--- src/rtl/acc_guard_pkg.sv ---
package acc_guard_pkg;

   typedef enum logic [1:0] {
      DM_BLOCKED = 2'b00,
      DM_CLIENT  = 2'b01,
      DM_RSVD    = 2'b10,
      DM_OWNER   = 2'b11
   } dom_mode_e;

   typedef enum logic [1:0] {
      FK_NONE = 2'd0,
      FK_XLAT = 2'd1,
      FK_DOM  = 2'd2,
      FK_PERM = 2'd3
   } fault_kind_e;

   typedef struct packed {
      logic rd_priv;
      logic wr_priv;
      logic rd_user;
      logic wr_user;
   } rights_t;

   localparam int unsigned FS_W = 4;
   localparam logic [FS_W-1:0] FS_XLAT = 4'b0101;
   localparam logic [FS_W-1:0] FS_DOM  = 4'b1001;
   localparam logic [FS_W-1:0] FS_PERM = 4'b1101;

   function automatic logic [FS_W-1:0] kind_to_code(fault_kind_e k);
      case (k)
         FK_XLAT: return FS_XLAT;
         FK_DOM:  return FS_DOM;
         FK_PERM: return FS_PERM;
         default: return '0;
      endcase
   endfunction

endpackage

--- src/rtl/dom_mode_sel.sv ---
module dom_mode_sel
   import acc_guard_pkg::*;
#(
   parameter int unsigned NUM_DOM = 16,
   localparam int unsigned DOM_W = $clog2(NUM_DOM),
   localparam int unsigned CTRL_W = 2 * NUM_DOM
) (
   input  logic [CTRL_W-1:0] ctrl_word,
   input  logic [DOM_W-1:0]  dom_idx,
   output dom_mode_e         mode
);

   logic [1:0] field [NUM_DOM];

   generate
      if (NUM_DOM < 2 || (1 << DOM_W) != NUM_DOM) begin : g_bad_count
         $error("dom_mode_sel: NUM_DOM must be a power of two, at least 2");
      end
      for (genvar g = 0; g < NUM_DOM; g++) begin : g_field
         assign field[g] = ctrl_word[2*g +: 2];
      end
   endgenerate

   assign mode = dom_mode_e'(field[dom_idx]);

endmodule

--- src/rtl/ap_rights.sv ---
module ap_rights
   import acc_guard_pkg::*;
(
   input  logic [1:0] ap,
   input  logic       sys_bit,
   input  logic       rom_bit,
   output rights_t    rights
);

   always_comb begin
      rights = '0;
      case (ap)
         2'b00: begin
            case ({sys_bit, rom_bit})
               2'b10:   rights.rd_priv = 1'b1;
               2'b01: begin
                  rights.rd_priv = 1'b1;
                  rights.rd_user = 1'b1;
               end
               default: rights = '0;
            endcase
         end
         2'b01: begin
            rights.rd_priv = 1'b1;
            rights.wr_priv = 1'b1;
         end
         2'b10: begin
            rights.rd_priv = 1'b1;
            rights.wr_priv = 1'b1;
            rights.rd_user = 1'b1;
         end
         default: rights = '1;
      endcase
   end


   always_comb begin
      user_implies_priv_chk: assert (!((rights.rd_user && !rights.rd_priv) ||
                                       (rights.wr_user && !rights.wr_priv)))
         else $error("user right without privileged right");
   end

endmodule

--- src/rtl/fault_rank.sv ---
module fault_rank
   import acc_guard_pkg::*;
(
   input  logic        xlat,
   input  dom_mode_e   mode,
   input  rights_t     rights,
   input  logic        priv,
   input  logic        write,
   output fault_kind_e kind
);

   logic allowed;
   logic dom_bad;

   always_comb begin
      case ({priv, write})
         2'b10:   allowed = rights.rd_priv;
         2'b11:   allowed = rights.wr_priv;
         2'b00:   allowed = rights.rd_user;
         default: allowed = rights.wr_user;
      endcase
   end

   assign dom_bad = (mode == DM_BLOCKED) || (mode == DM_RSVD);

   always_comb begin
      if (xlat)                                  kind = FK_XLAT;
      else if (dom_bad)                          kind = FK_DOM;
      else if (mode == DM_CLIENT && !allowed)    kind = FK_PERM;
      else                                       kind = FK_NONE;
   end

endmodule

--- src/rtl/fault_log.sv ---
module fault_log
   import acc_guard_pkg::*;
#(
   parameter int unsigned VA_W  = 32,
   parameter int unsigned DOM_W = 4
) (
   input  logic              clk,
   input  logic              rst_n,
   input  logic              valid,
   input  logic              is_data,
   input  fault_kind_e       kind,
   input  logic [DOM_W-1:0]  dom_idx,
   input  logic [VA_W-1:0]   va,
   output logic [FS_W-1:0]   status_q,
   output logic [DOM_W-1:0]  domain_q,
   output logic [VA_W-1:0]   addr_q
);

   logic capture;

   assign capture = valid && is_data && (kind != FK_NONE);

   always_ff @(posedge clk or negedge rst_n) begin
      if (!rst_n) begin
         status_q <= '0;
         domain_q <= '0;
         addr_q   <= '0;
      end else if (capture) begin
         status_q <= kind_to_code(kind);
         domain_q <= dom_idx;
         addr_q   <= va;
      end
   end


   capture_addr_chk: assert property (@(posedge clk) disable iff (!rst_n)
      (valid && is_data && kind != FK_NONE) |=> (addr_q == $past(va) && domain_q == $past(dom_idx)))
      else $error("fault address or domain not captured");


   fetch_hold_chk: assert property (@(posedge clk) disable iff (!rst_n)
      (valid && !is_data) |=> ($stable(addr_q) && $stable(status_q) && $stable(domain_q)))
      else $error("fetch abort changed fault registers");

endmodule

--- src/rtl/acc_guard.sv ---
module acc_guard
   import acc_guard_pkg::*;
#(
   parameter int unsigned NUM_DOM = 16,
   parameter int unsigned VA_W    = 32,
   localparam int unsigned DOM_W  = $clog2(NUM_DOM),
   localparam int unsigned CTRL_W = 2 * NUM_DOM
) (
   input  logic              clk,
   input  logic              rst_n,
   input  logic              chk_valid,
   input  logic              chk_data,
   input  logic              chk_priv,
   input  logic              chk_write,
   input  logic              xlat_fault,
   input  logic [DOM_W-1:0]  dom_num,
   input  logic [1:0]        ap_code,
   input  logic [CTRL_W-1:0] dom_ctrl,
   input  logic              sys_bit,
   input  logic              rom_bit,
   input  logic [VA_W-1:0]   vaddr,
   output logic              grant,
   output logic              dom_fault,
   output logic              perm_fault,
   output logic [FS_W-1:0]   fault_status,
   output logic [DOM_W-1:0]  fault_domain,
   output logic [VA_W-1:0]   fault_addr
);

   generate
      if (VA_W < 12) begin : g_bad_va
         $error("acc_guard: VA_W too small");
      end
   endgenerate

   dom_mode_e   mode;
   rights_t     rights;
   fault_kind_e kind;

   dom_mode_sel #(.NUM_DOM(NUM_DOM)) u_sel (
      .ctrl_word (dom_ctrl),
      .dom_idx   (dom_num),
      .mode      (mode)
   );

   ap_rights u_rights (
      .ap      (ap_code),
      .sys_bit (sys_bit),
      .rom_bit (rom_bit),
      .rights  (rights)
   );

   fault_rank u_rank (
      .xlat   (xlat_fault),
      .mode   (mode),
      .rights (rights),
      .priv   (chk_priv),
      .write  (chk_write),
      .kind   (kind)
   );

   fault_log #(.VA_W(VA_W), .DOM_W(DOM_W)) u_log (
      .clk      (clk),
      .rst_n    (rst_n),
      .valid    (chk_valid),
      .is_data  (chk_data),
      .kind     (kind),
      .dom_idx  (dom_num),
      .va       (vaddr),
      .status_q (fault_status),
      .domain_q (fault_domain),
      .addr_q   (fault_addr)
   );

   assign grant      = chk_valid && (kind == FK_NONE);
   assign dom_fault  = chk_valid && (kind == FK_DOM);
   assign perm_fault = chk_valid && (kind == FK_PERM);


   single_outcome_chk: assert property (@(posedge clk) disable iff (!rst_n)
      $onehot0({grant, dom_fault, perm_fault, chk_valid && xlat_fault}))
      else $error("more than one outcome reported");


   owner_no_perm_chk: assert property (@(posedge clk) disable iff (!rst_n)
      (chk_valid && mode == DM_OWNER && !xlat_fault) |-> (grant && !perm_fault))
      else $error("manager domain not granted");


   idle_quiet_chk: assert property (@(posedge clk) disable iff (!rst_n)
      !chk_valid |=> ($stable(fault_status) && $stable(fault_addr)))
      else $error("fault registers moved while idle");

endmodule

--- config.mk ---
export PLATFORM = sky130hd
export DESIGN_NAME = acc_guard
export DESIGN_NICKNAME = d
export VERILOG_FILES = /design/src/rtl/acc_guard_pkg.sv /design/src/rtl/dom_mode_sel.sv /design/src/rtl/ap_rights.sv /design/src/rtl/fault_rank.sv /design/src/rtl/fault_log.sv /design/src/rtl/acc_guard.sv
export SDC_FILE = /design/constraint.sdc
export NUM_CORES = 1
export LEC_CHECK = 0
export BUFFER_PORTS_ARGS = -buffer_cell sky130_fd_sc_hd__buf_2
export CAP_MARGIN = 0
export CORE_UTILIZATION = 38
export CTS_CLUSTER_SIZE = 24
export DETAILED_ROUTE_END_ITERATION = 10
export PLACE_DENSITY = 0.87
export SLEW_MARGIN = 20
export SYNTH_ARGS = -nofsm -noshare
export SYNTH_HDL_FRONTEND = slang
export SYNTH_HIERARCHICAL = 1
export SYNTH_SLANG_ARGS = --single-unit
--- constraint.sdc ---
create_clock -name clk -period 2 [get_ports clk]
set_input_delay 0.2 -clock clk [delete_from_list [all_inputs] [get_ports clk]]
set_output_delay 0.2 -clock clk [all_outputs]
set_load 0.01 [all_outputs]
==> reports/qor.txt, run 1 <==
Longest Clk Path Bufs: 2
Non-filler cells, final: 333
Register cell area after layout: 976 µm²
Actual transition at the worst max-transition pin: 0.855 ns
Count of clock tree sinks: 39
Relative contribution of the clock network to total power: 19.8%
Number of flip-flops and latches in the synthesized netlist: 39
Buffers on Ports: 120
Layout net count: 347
List of cells traversed by the critical path: buf_12 -> mux4_2 -> a22oi_2 -> nand3_2 -> nor3b_2 -> a221o_1 -> buf_6 -> o211ai_4 -> buf_6 -> buf_12 -> mux2_2
Antenna diodes: 0
Cell at the root of the clock tree: sky130_fd_sc_hd__clkbuf_8
Global routing usage summed across all routing layers: 17.0%
Critical Path Fanout Max: 9
First-pass GRT wire length: 6.67 mm
Filler cell count: 392
Required time at the endpoint of the critical path: 2.16 ns
Critical path capture point type: flip-flop
DP HPWL: 3.50 mm
Boundary pin count: 122
Failing checks: setup timing
Final Hold Violating Endpoints: 0
Peak Freq: 412 MHz
Syn Nets: 208
Area used by multi-input combinational logic: 993 µm²
Syn Inst Count: 128
Average footprint of a synthesized cell: 14.9 µm²
Switching power total: 646 µW
Slack of the critical path: -0.429 ns
Final standard cell utilization of the core: 62.2%
Number of max-slew violations in the final report: 0
Die X-Extent: 72.9 µm
Sequential cell fraction of total power: 45.3%
Iter 0 DRT Violations: 79
Area overhead of the layout relative to synthesis: 55.9%
Hold WS: 0.0356 ns
Static Leakage: 1.59 nW
Antenna violations before repair: 0
Setup repair after global routing missed its margin: true
Largest vdd supply drop: 0.000355 V
Commonest register cell after synthesis: sky130_fd_sc_hd__dfrtp_1
Post-Place Cells: 318
Sw frac: 27.9%
Worst Skew: 0 ns
Overflow left after global routing: 0
Highest cell delay on the worst timing path: 0.50 ns
Sequential cell area fraction in the yosys report: 51.1%
Level count of the clock H-tree: 2
CP arrival: 2.59 ns
Gate power share: 34.8%
WS Path Type: in -> reg
Chip Height: 72.9 µm
Area fraction in compound gates after synthesis: 4.00%
Main combinational cell family by area after synthesis: multiplexers
Via count: 1,610
CTS Buf Count: 5
Post-DR vias/cell: 4.83
Via count of the first global-routing pass: 1,480
Overall power: 2.31 mW
Number of remaining DRC errors: 0
Share of layout cells above drive strength 1: 74.1%
Max capacitance violation total: 0
Drt pass-1 iters: 4
Tcrit/Tclk final: 121%
CTS tree: yes
Fraction of registers with async set/reset: 100%
Clk slew on worst S/H paths: 0.07 ns
GPL Wtd Cong: 0.800
Final antenna-violating net count: 0
Adder-cell share of the synthesized area: 0.655%
Maximum number of pins on one net before global-route repair: 40
Cell internal power dissipation: 1.67 mW
Site row count: 25
Mux share of post-synthesis cell area: 32.5%
Post-synthesis instance area: 0.00191 mm²
Total Routed Length: 4.81 mm
Count of flip-flops with a built-in enable after synthesis: 0
Status: finished, violations left
Max-slew headroom: 43.0%
Ys Warns: 6
DIE AREA: 0.00531 mm²
Number of different library cells in the post-synthesis netlist: 29
Mean routed wirelength per cell: 14.4 µm
Starting utilization of the core area: 39.9%
Simple logic cell fraction of the synthesized area: 7.21%
Final critical delay including setup and external delays: 2.43 ns
Standard cell core area: 0.00479 mm²
Pwr/cell area: 778 mW/mm²
Clk Latency, worst-skew pair: 0.27 ns
Xor and xnor area share after synthesis: 0%
Class of the most critical hold timing path: in -> async
CTS Hold Bufs: 0
Critical path launch point type: input pin
Final setup violation count: 40
Master of the slowest instance on the critical path: sky130_fd_sc_hd__mux4_2
Worst R2R Path Depth: 1
-- through the flow --
| step | setup TNS (ns) | instance area [µm²] | setup slack, ns |
|---|---|---|---|
| final | -15.87 | 2980 | -0.429 |
| after global routing | -18.71 | 2980 | -0.501 |
| after CTS | -15.20 | 2830 | -0.418 |
| after detailed placement | -28.22 | 2700 | -0.722 |
| after global placement | -24.99 | 2700 | -0.645 |
| after floorplan | -19.97 | 1990 | -0.569 |
-- routing by layer --
layer,up-vias,GRT usage [%],part of all wire [%]
li1,747,-,-
met1,772,17.6,34
met4,0,8.28,2.2
met2,83,31.0,58
met5,-,0,0
met3,8,5.25,5.7
-- repair_timing --
action,CTS,global route
gates resized for setup,11,12
pin swaps,3,8
setup endpoints to repair,42,42
gates cloned,0,3
buffers inserted,2,4
-- cell usage in the layout (no fill, tap or decap), drive strengths merged, types with 2 or more instances in the layout --
master / Yosys / routed
mux2: 36 / 36
nor2: 3 / 3
clkbuf: 1 / 8
a21o: 2 / 2
and3: 2 / 2
and3b: 2 / 2
nand3: 5 / 5
inv: 4 / 4
nand2: 3 / 3
nor2b: 2 / 2
a221o: 2 / 2
nor3b: 3 / 3
mux4: 8 / 8
buf: 5 / 136
a22oi: 2 / 2
mux2i: 2 / 2
dfrtp: 39 / 39
-- final timing paths --
path	startpoint	to	slack, ns
max	dom_num[0]	u_log/domain_q[0]	-0.43
min	rst_n	u_log/addr_q[16]	0.04
max reg2reg	u_log/addr_q[30]	u_log/addr_q[30]	1.23
min reg2reg	u_log/status_q[2]	u_log/status_q[2]	0.47
max in group asynchronous	rst_n	u_log/addr_q[24]	1.43
min in group clk	vaddr[31]	u_log/addr_q[31]	0.15
-- power groups by stage --
stage / clock (mW) / combinational [mW] / sequential [mW]
floorplan: 0 / 0.327 / 1.14
global placement: 0 / 0.720 / 1.05
detailed placement: 0 / 0.743 / 1.06
CTS: 0.484 / 0.766 / 1.05
global route: 0.517 / 0.870 / 1.07
finish: 0.459 / 0.806 / 1.05
-- Yosys cell counts (2+ instances only) --
| cell type | number | area [µm²] |
|---|---|---|
| sky130_fd_sc_hd__nand3_1 | 5 | 25.0 |
| sky130_fd_sc_hd__mux4_1 | 4 | 105 |
| sky130_fd_sc_hd__nor2b_1 | 2 | 12.5 |
| sky130_fd_sc_hd__mux2i_1 | 2 | 20.0 |
| sky130_fd_sc_hd__dfrtp_1 | 39 | 976 |
| sky130_fd_sc_hd__and3b_1 | 2 | 17.5 |
| sky130_fd_sc_hd__a21o_1 | 2 | 15.0 |
| sky130_fd_sc_hd__nor2_1 | 3 | 11.3 |
| sky130_fd_sc_hd__nand2_1 | 3 | 11.3 |
| sky130_fd_sc_hd__mux2_2 | 36 | 405 |
| sky130_fd_sc_hd__buf_8 | 3 | 45.0 |
| sky130_fd_sc_hd__inv_1 | 4 | 15.0 |
| sky130_fd_sc_hd__a22oi_1 | 2 | 15.0 |
| sky130_fd_sc_hd__mux4_2 | 4 | 90.1 |
| sky130_fd_sc_hd__nor3b_1 | 2 | 15.0 |
| sky130_fd_sc_hd__a221o_1 | 2 | 20.0 |
-- state kept, by name (all words and copies together), names as in the netlist --
register / flops
u_log/addr_q: 32
u_log/domain_q: 4
u_log/status_q: 3
-- layout make-up --
type / instances / share of cell area [%]
Clock buffer: 6 / 2.44
Inverter: 4 / 0.504
Multi-Input combinational cell: 79 / 33.4
Sequential cell: 39 / 32.8
Tap cell: 67 / 2.82
Timing Repair Buffer: 138 / 28.1
-- worst max-delay path, delay by kind of cell --
kind,cells,cell delay [ns]
mux,2,0.83
simple gates,2,0.28
buf+inv,4,0.51
compound gates,3,0.76
-- cells by family (layout without fill, tap and decap cells) --
kind of cell	count (synthesis)	after routing
muxes	46	46
DFF	39	39
and+or+nand+nor	23	23
buffers and inverters	10	148
AOI/OAI and AO/OA	8	8
adders and majority gates	1	1
other	1	1
Note: power is estimated with default switching activity, not from simulation.
==> run 2, diff against run 1 <==
--- a/config.mk
+++ b/config.mk
@@ -11,6 +11,7 @@
 export CTS_CLUSTER_SIZE = 24
 export DETAILED_ROUTE_END_ITERATION = 10
 export PLACE_DENSITY = 0.87
+export REMOVE_ABC_BUFFERS = 1
 export SLEW_MARGIN = 20
 export SYNTH_ARGS = -nofsm -noshare
 export SYNTH_HDL_FRONTEND = slang
==> run 2 against run 1 <==
Effect of this change: the run still ends with setup timing left; clock power up 7.6%; core utilization down 4.0 points; clock-buffer cell count down 1; non-clock buffer count is 6 lower; combinational power is 12% lower; clock skew is the same; largest power group unchanged.
==> reports/qor.txt, run 2 (synthesis results as in run 1) <==
Iter 0 DRT Violations: 20 (-75%)
CP arrival: 2.10 ns (-0.49 ns)
Largest vdd supply drop: 0.000534 V (+50%)
Pwr/cell area: 806 mW/mm² (+3.7%)
List of cells traversed by the critical path: buf_12 -> mux4_2 -> a22oi_2 -> nand3_2 -> nor3b_2 -> a221o_1 -> buf_6 -> and3b_1 -> buf_2
Critical Path Fanout Max: 7 (-2)
Final antenna-violating net count: 0 (unchanged)
CTS Buf Count: 5 (unchanged)
DP HPWL: 3.43 mm (-1.7%)
Max capacitance violation total: 0 (unchanged)
Max-slew headroom: 44.6% (+1.6 points)
Non-filler cells, final: 329 (-1.2%)
Count of clock tree sinks: 39 (unchanged)
Master of the slowest instance on the critical path: sky130_fd_sc_hd__mux4_2
Worst Skew: 0 ns (unchanged)
First-pass GRT wire length: 6.62 mm (-0.62%)
Relative contribution of the clock network to total power: 22.0% (+2.2 points)
Critical path capture point type: output pin
Total Routed Length: 4.26 mm (-11%)
Layout net count: 341 (-1.7%)
Buffers on Ports: 120 (unchanged)
Site row count: 25 (unchanged)
Required time at the endpoint of the critical path: 1.80 ns (-0.36 ns)
WS Path Type: in -> out
Via count of the first global-routing pass: 1,581 (+6.8%)
CP top delay family: compound AO/OA/AOI/OAI gates
Mean routed wirelength per cell: 13.0 µm (-10%)
Final critical delay including setup and external delays: 2.30 ns (-0.128 ns)
Overflow left after global routing: 0 (unchanged)
Share of layout cells above drive strength 1: 72.1% (-1.9 points)
Highest cell delay on the worst timing path: 0.50 ns (about the same)
Chip Height: 72.9 µm (unchanged)
Leading cell types in the layout, fill and taps excluded: sky130_fd_sc_hd__buf_2 (118), sky130_fd_sc_hd__dfrtp_1 (39), sky130_fd_sc_hd__mux2_2 (30)
Filler cell count: 404 (+3.1%)
Slack of the critical path: -0.301 ns (+0.128 ns)
Status: finished, violations left
Global routing usage summed across all routing layers: 16.0% (-0.98 points)
Switching power total: 643 µW (-0.55%)
Level count of the clock H-tree: 2 (unchanged)
Die X-Extent: 72.9 µm (unchanged)
Cell internal power dissipation: 1.60 mW (-4.0%)
Longest Clk Path Bufs: 2 (unchanged)
GPL Wtd Cong: 0.769 (-3.8%)
Register with the most flip-flops: u_log/addr_q
Failing checks: setup timing
Starting utilization of the core area: 39.9% (unchanged)
Sw frac: 28.6% (+0.72 points)
CTS Hold Bufs: 0 (unchanged)
Post-Place Cells: 318 (unchanged)
Static Leakage: 1.44 nW (-9.5%)
Sequential cell fraction of total power: 46.3% (+1.0 points)
Final Hold Violating Endpoints: 0 (unchanged)
DIE AREA: 0.00531 mm² (unchanged)
Gate power share: 31.7% (-3.1 points)
Area overhead of the layout relative to synthesis: 45.8%
Peak Freq: 435 MHz (+5.6%)
Most frequent standard cell in the layout excluding fill and tap cells: sky130_fd_sc_hd__buf_2
Hold WS: 0.0114 ns (-0.0241 ns)
Post-DR vias/cell: 4.75 (-1.7%)
Actual transition at the worst max-transition pin: 0.831 ns (-0.0239 ns)
Tcrit/Tclk final: 115% (-6.4 points)
Setup repair after global routing missed its margin: true
Number of max-slew violations in the final report: 0 (unchanged)
Antenna diodes: 0 (unchanged)
Via count: 1,563 (-2.9%)
Clk slew on worst S/H paths: 0.07 ns (about the same)
Antenna violations before repair: 0 (unchanged)
Drt pass-1 iters: 4 (unchanged)
Clk Latency, worst-skew pair: 0.28 ns (about the same)
Final setup violation count: 39 (-2.5%)
Number of remaining DRC errors: 0 (unchanged)
Boundary pin count: 122 (unchanged)
Critical path launch point type: input pin
Class of the most critical hold timing path: in -> async
Max FFs per register: 32 (unchanged)
Cell at the root of the clock tree: sky130_fd_sc_hd__clkbuf_8
Biggest regs: u_log/addr_q: 32 flops, u_log/domain_q: 4 flops, u_log/status_q: 3 flops
Critical path buffers and inverters: 3 (-1)
CTS tree: yes
Maximum number of pins on one net before global-route repair: 40 (unchanged)
Standard cell core area: 0.00479 mm² (unchanged)
run 2: cell count changes in the layout (fill, tap and decap cells not counted), sizes merged:
cell    delta
buf        -4
clkbuf     -3
clkinv     +3
run 2: cell type report:
| type | count | area, µm² | share of cell area, % |
|---|---|---|---|
| tap | 67 | 83.8 | 3.01 |
| inverter | 4 | 15.0 | 0.539 |
| multi-input combinational | 79 | 890 | 32.0 |
| timing repair buffer | 132 | 736 | 26.4 |
| sequential | 39 | 976 | 35.1 |
| clock buffer | 5 | 68.8 | 2.47 |
| clock inverter | 3 | 15.0 | 0.539 |
run 2: final timing paths:
check,from,to,slack [ns],cells past startpoint
worst min-delay path,rst_n,u_log/addr_q[24],0.01,1
worst max-delay path,dom_num[0],dom_fault,-0.30,9
max in group asynchronous,rst_n,u_log/domain_q[3],1.46,1
min in group clk,vaddr[11],u_log/addr_q[11],0.15,2
worst min register to register,u_log/status_q[0],u_log/status_q[0],0.48,1
worst max register to register,u_log/addr_q[27],u_log/addr_q[27],1.22,1
run 2: repair_timing:
action | in CTS | in global routing
buffers inserted | 3 | 0
pin swaps | 8 | 2
gates resized for setup | 16 | 3
endpoints found under the setup margin | 42 | 40
run 2: stage by stage:
stage	util [%]	setup slack [ns]	TNS [ns]	power (mW)	area, µm²
finish	58.2	-0.301	-10.85	2.24	2780
floorplan	-	-0.785	-28.77	1.38	1840
CTS	58.1	-0.275	-9.31	2.28	2780
detailed placement	54.5	-0.775	-29.37	1.73	2610
global placement	54.5	-0.707	-27.24	1.70	2610
global route	58.2	-0.385	-13.73	2.37	2780
run 2: power groups by stage:
stage          Combinational [mW]  Clock (mW)  Sequential (mW)
6_report                    0.712       0.494             1.04
5_1_grt                     0.771       0.545             1.06
4_1_cts                     0.718       0.520             1.04
3_5_place_dp                0.679           0             1.05
3_3_place_gp                0.655           0             1.04
2_1_floorplan               0.247           0             1.14
run 2: per-layer routing:
layer,global-route usage (%),vias to the layer above,routed length (µm)
met4,3.27,0,0
met1,17.4,766,1680
met5,0,-,0
met2,31.2,63,2360
li1,-,734,-
met3,4.01,0,220
